[src/rtl/fold_pkg.sv]
package fold_pkg;
  localparam int unsigned PHASES = 4;

  typedef enum logic [1:0] {
    RATE_X1  = 2'd0,
    RATE_X2  = 2'd1,
    RATE_X4  = 2'd2,
    RATE_RSV = 2'd3
  } rate_e;

  function automatic rate_e rate_norm(logic [1:0] sel);
    rate_e r;
    r = rate_e'(sel);
    if (r == RATE_RSV) r = RATE_X1;
    return r;
  endfunction

  function automatic logic [2:0] tick_of(rate_e r);
    logic [2:0] t;
    case (r)
      RATE_X4: t = 3'd1;
      RATE_X2: t = 3'd2;
      default: t = 3'd4;
    endcase
    return t;
  endfunction
endpackage

[src/rtl/fold_slicer.sv]
module fold_slicer
  import fold_pkg::*;
#(
  parameter int unsigned NCH = 16
) (
  input  logic [PHASES*NCH-1:0] smp_i,
  input  rate_e                 rate_i,
  output logic [NCH-1:0]        word_o
);
  localparam int unsigned HALF = NCH / 2;
  localparam int unsigned QTR  = NCH / 4;

  logic [NCH-1:0] w_x1;
  logic [NCH-1:0] w_x2;
  logic [NCH-1:0] w_x4;

  assign w_x1 = smp_i[NCH-1:0];

  // double rate: slice j takes phase 2j of the lower half
  for (genvar j = 0; j < 2; j++) begin : g_x2
    assign w_x2[j*HALF +: HALF] = smp_i[(2*j)*NCH +: HALF];
  end

  // quadruple rate: slice k takes phase k of the lowest quarter
  for (genvar k = 0; k < 4; k++) begin : g_x4
    assign w_x4[k*QTR +: QTR] = smp_i[k*NCH +: QTR];
  end

  always_comb begin
    case (rate_i)
      RATE_X2: word_o = w_x2;
      RATE_X4: word_o = w_x4;
      default: word_o = w_x1;
    endcase
  end
endmodule

[src/rtl/fold_rate_ctl.sv]
module fold_rate_ctl
  import fold_pkg::*;
(
  input  logic       clk_i,
  input  logic       rst_ni,
  input  logic       take_i,
  input  logic [1:0] sel_i,
  output rate_e      rate_o,
  output logic       disc_d_o
);
  rate_e last_q, last_d;
  logic  seen_q, seen_d;

  assign rate_o = rate_norm(sel_i);

  always_comb begin
    last_d   = last_q;
    seen_d   = seen_q;
    disc_d_o = 1'b0;
    if (take_i) begin
      disc_d_o = !seen_q || (rate_o != last_q);
      last_d   = rate_o;
      seen_d   = 1'b1;
    end
  end

  always_ff @(posedge clk_i or negedge rst_ni) begin
    if (!rst_ni) begin
      last_q <= RATE_X1;
      seen_q <= 1'b0;
    end else if (take_i) begin
      last_q <= last_d;
      seen_q <= seen_d;
    end
  end
endmodule

[src/rtl/rate_fold_packer.sv]
module rate_fold_packer
  import fold_pkg::*;
#(
  parameter int unsigned NCH = 16
) (
  input  logic                  clk_i,
  input  logic                  rst_ni,
  input  logic                  smp_valid_i,
  input  logic [PHASES*NCH-1:0] smp_i,
  input  logic [1:0]            rate_sel_i,
  output logic [NCH-1:0]        word_o,
  output logic                  word_valid_o,
  output logic [2:0]            tick_step_o,
  output logic                  disc_o
);
  rate_e          rate;
  logic           disc_d;
  logic [NCH-1:0] packed_w;

  logic [NCH-1:0] word_q, word_d;
  logic           valid_q, valid_d;
  logic [2:0]     tick_q, tick_d;
  logic           disc_q, disc_nx;

  fold_rate_ctl i_ctl (
    .clk_i   (clk_i),
    .rst_ni  (rst_ni),
    .take_i  (smp_valid_i),
    .sel_i   (rate_sel_i),
    .rate_o  (rate),
    .disc_d_o(disc_d)
  );

  fold_slicer #(.NCH(NCH)) i_slicer (
    .smp_i (smp_i),
    .rate_i(rate),
    .word_o(packed_w)
  );

  always_comb begin
    word_d  = word_q;
    tick_d  = tick_q;
    disc_nx = disc_q;
    valid_d = smp_valid_i;
    if (smp_valid_i) begin
      word_d  = packed_w;
      tick_d  = tick_of(rate);
      disc_nx = disc_d;
    end
  end

  always_ff @(posedge clk_i or negedge rst_ni) begin
    if (!rst_ni) begin
      valid_q <= 1'b0;
    end else begin
      valid_q <= valid_d;
    end
  end

  always_ff @(posedge clk_i or negedge rst_ni) begin
    if (!rst_ni) begin
      word_q <= '0;
      tick_q <= 3'd4;
      disc_q <= 1'b0;
    end else if (smp_valid_i) begin
      word_q <= word_d;
      tick_q <= tick_d;
      disc_q <= disc_nx;
    end
  end

  assign word_o       = word_q;
  assign word_valid_o = valid_q;
  assign tick_step_o  = tick_q;
  assign disc_o       = disc_q;

  AST_VALID_FOLLOWS: assert property (@(posedge clk_i) disable iff (!rst_ni)
    smp_valid_i |=> word_valid_o);
  AST_NO_SPURIOUS_VALID: assert property (@(posedge clk_i) disable iff (!rst_ni)
    !smp_valid_i |=> !word_valid_o);
  AST_HOLD_IDLE: assert property (@(posedge clk_i) disable iff (!rst_ni)
    !smp_valid_i |=> ($stable(word_o) && $stable(tick_step_o) && $stable(disc_o)));
  AST_TICK_ONE_HOT: assert property (@(posedge clk_i) disable iff (!rst_ni)
    $countones(tick_step_o) == 1);
  AST_DISC_WITH_WORD: assert property (@(posedge clk_i) disable iff (!rst_ni)
    (disc_o && !$stable(disc_o)) |-> word_valid_o);
  AST_SAME_RATE_SAME_TICK: assert property (@(posedge clk_i) disable iff (!rst_ni)
    (word_valid_o && !disc_o) |-> $stable(tick_step_o));
endmodule

[config.mk]
export PLATFORM = sky130hd
export DESIGN_NAME = rate_fold_packer
export DESIGN_NICKNAME = d
export VERILOG_FILES = /design/src/rtl/fold_pkg.sv /design/src/rtl/fold_slicer.sv /design/src/rtl/fold_rate_ctl.sv /design/src/rtl/rate_fold_packer.sv
export SDC_FILE = /design/constraint.sdc
export NUM_CORES = 1
export LEC_CHECK = 0
export BUFFER_PORTS_ARGS = -buffer_cell sky130_fd_sc_hd__buf_2
export CAP_MARGIN = 0
export CELL_PAD_IN_SITES_DETAIL_PLACEMENT = 1
export CELL_PAD_IN_SITES_GLOBAL_PLACEMENT = 1
export CORE_MARGIN = 3
export CORE_UTILIZATION = 23
export DETAILED_ROUTE_END_ITERATION = 7
export PLACE_DENSITY = 0.85
export SLEW_MARGIN = 20
export SYNTH_ARGS = -nofsm -noshare
export SYNTH_HDL_FRONTEND = slang
export SYNTH_SLANG_ARGS = --single-unit
export TNS_END_PERCENT = 1
[constraint.sdc]
create_clock -name clk_i -period 0.8 [get_ports clk_i]
set_input_delay 0 -clock clk_i [delete_from_list [all_inputs] [get_ports clk_i]]
set_output_delay 0 -clock clk_i [all_outputs]
set_load 0.02 [all_outputs]
==> out/metrics.csv <==
stage,metric,value,unit
status,status,finished with violations,
status,violated checks,setup timing,
finish,fraction of layout cells with a size suffix above 1,58.6,%
timing,max-slew violation count,0,
synthesis,Unique masters post-synth,21,
detailed_routing,WL/cell,14.8,um
worst_setup_path,Critical Path Max Stage Delay,0.56,ns
worst_setup_path,Crit path buffers/inverters,1,
detailed_routing,Antenna Nets Post-Route,0,
clock_tree,Sink Count,22,
timing,Rel. slew slack,80.0,%
placement,RePlAce Congestion,0.768,
power,Max IR drop VDD,541,uV
finish,most frequent cells in the layout,"buf_2 (51), dfrtp_1 (19), nor2_1 (9), buf_4 (9)",
finish,synthesis-to-layout area growth,59.7,%
timing,Tightest Pin Transition,0.300,ns
finish,final core occ,39.5,%
run,maximum capacitance violations,0,
timing,Final Hold Viols,0,
clock_tree,CTS root buf,clkbuf_8,
timing,maximum clock rate,1070,MHz
timing,PnR worst setup slack,-0.136,ns
synthesis,synthesized area,0.00103,mm^2
worst_setup_path,CP Launch Type,register,
worst_setup_path,Crit path required time,0.80,ns
synthesis,Post-Syn Nets,162,
timing,Final Critical Period,0.936,ns
global_route,GRT Total Usage,12.5,%
timing,RSZ-0062 raised after global routing,yes,
detailed_routing,routed via count,981,
placement,Post-Place Setup Slack,-0.301,ns
timing,Worst Clk Skew,0.000239,ns
timing,Final period util,117,%
power,Leak,0.000791,uW
floorplan,Core Region,0.00417,mm^2
clock_tree,htree depth,1,
floorplan,I/O pin cnt,90,
finish,nets@finish,236,
floorplan,FP Rows,23,
worst_setup_path,worst endpoint data arrival time,0.94,ns
global_route,vias in the first global route,1005,
detailed_routing,residual DRC count,0,
detailed_routing,Pre-Repair DR Iteration Count,4,
synthesis,"FF+latch count, synth",22,
global_route,grt ovf,0,
power,pwr dens,1780,mW/mm^2
floorplan,Die Area,0.00532,mm^2
worst_setup_path,crit path max-delay cell type,dfstp_2,
detailed_routing,vias per inst,4.63,
detailed_routing,WL final,3130,um
hold_path,HP Class,in2reg,
worst_setup_path,critical path cell sequence,buf_6,
placement,# port buffers,57,
global_route,largest net degree at the start of global routing,17,
finish,"commonest non-fill, non-tap cell in the layout",buf_2,
clock_tree,"Reg clk slew, reported paths",0.08,ns
floorplan,chip height,73.0,um
global_route,first-pass GRT wire length,4970,um
detailed_routing,initial DRC count,23,
global_route,initial antenna violation count,0,
worst_setup_path,critical path depth,1,
synthesis,register area share after synthesis,53.5,%
synthesis,Mapped Avg Cell Area,11.6,um^2
placement,half-perimeter wire length after placement,2360,um
timing,Final setup viols,16,
synthesis,Synth Instances,89,
clock_tree,CTS tree,built,
synthesis,Ys Warns,0,
worst_setup_path,crit-path leading delay family,flip-flops,
worst_setup_path,Worst R2R Path Depth,2,
worst_setup_path,critical path peak fanout,2,
floorplan,initial core utilization,24.7,%
clock_tree,worst skew pair latency,0.25,ns
worst_setup_path,CP Class,reg2out,
finish,Ant. Diodes,0,
hold_path,hold depth,3,
worst_setup_path,Crit. End Element,primary output,
floorplan,Die X,73.0,um
clock_tree,Bufs on Longest Clock Path,2,
clock_tree,total CTS buffers,3,
-- stage by stage --
stage / total power (uW) / area [um^2] / instances / hold slack [ns] / setup TNS, ns
2_1_floorplan: 1780 / 1060 / 89 / -0.296 / -0.365
3_3_place_gp: 2130 / 1460 / 202 / -0.117 / -3.36
3_5_place_dp: 2150 / 1460 / 202 / -0.114 / -3.78
4_1_cts: 2930 / 1610 / 212 / 0.0191 / -0.822
5_1_grt: 3120 / 1650 / 212 / 0.0220 / -1.59
6_report: 2940 / 1650 / 212 / 0.0212 / -0.709
-- cells in the mapped netlist --
| cell | instances | area (um^2) |
|---|---|---|
| inv_1 | 7 | 26.3 |
| o21ba_2 | 1 | 10.0 |
| buf_2 | 2 | 10.0 |
| o22ai_1 | 4 | 25.0 |
| buf_4 | 1 | 7.51 |
| dfrtp_1 | 21 | 526 |
| or2_2 | 1 | 6.26 |
| o21ai_0 | 4 | 20.0 |
| mux2_4 | 3 | 45.0 |
| mux2_2 | 4 | 45.0 |
| a221oi_1 | 4 | 35.0 |
| a22oi_1 | 8 | 60.1 |
| ha_1 | 4 | 50.1 |
| nor2_1 | 9 | 33.8 |
| xnor2_1 | 2 | 17.5 |
| dfstp_2 | 1 | 26.3 |
| or2_4 | 1 | 8.76 |
| and2b_1 | 1 | 7.51 |
| a21oi_1 | 8 | 40.0 |
| a41oi_1 | 1 | 8.76 |
| buf_6 | 2 | 22.5 |
-- cells by family after synthesis --
group | Yosys count | synth area share (%)
flops | 22 | 53.5
mux | 7 | 8.74
buf+inv | 12 | 6.43
xor+xnor | 2 | 1.70
fa+ha+maj | 4 | 4.85
simple gates | 12 | 5.46
compound gates | 30 | 19.3
-- layout make-up --
class	count	area (um^2)
clock buffers	4	45.0
flip-flops and latches	22	554
multi-input cells	55	473
fillers	468	2530
repair buffers	74	483
well taps	50	62.6
inverters	7	28.8
-- layer usage --
metal | up-vias | GRT usage [%] | share of wire [%]
li1 | 461 | - | -
met1 | 480 | 15.8 | 41
met2 | 36 | 21.5 | 52
met3 | 4 | 2.34 | 5.5
met4 | 0 | 3.69 | 1.1
met5 | - | 0 | 0
-- repair_timing --
action | in CTS | in global routing
hold endpoints to repair | 25 | 0
cloned | 0 | 0
setup buffers | 1 | 0
hold buffers | 5 | 0
gates resized for setup | 11 | 11
endpoints found under the setup margin | 28 | 34
-- power breakdown --
part / total [uW] / switching (uW) / internal, uW
sequential: 1320 / 80.2 / 1240
clock: 713 / 358 / 355
combinational: 901 / 457 / 444
total: 2940 / 896 / 2040
-- flip-flops by register name, indices dropped and copies added, names as in the netlist --
register and count:
i_ctl.seen_q 1, word_o 16, word_valid_o 1, disc_o 1
tick_step_o 3
-- path summary, 6_finish.rpt --
path	to	slack [ns]	from
max in group asynchronous	tick_step_o[2]	0.23	rst_ni
hold / removal	word_o[5]	0.02	smp_i[17]
setup / recovery	tick_step_o[2]	-0.14	tick_step_o[2]
min in group asynchronous	word_o[2]	0.15	rst_ni
hold reg to reg	word_o[3]	0.51	word_o[3]
setup reg to reg	tick_step_o[0]	-0.12	tick_step_o[0]
Note: power is estimated with default switching activity, not from simulation.
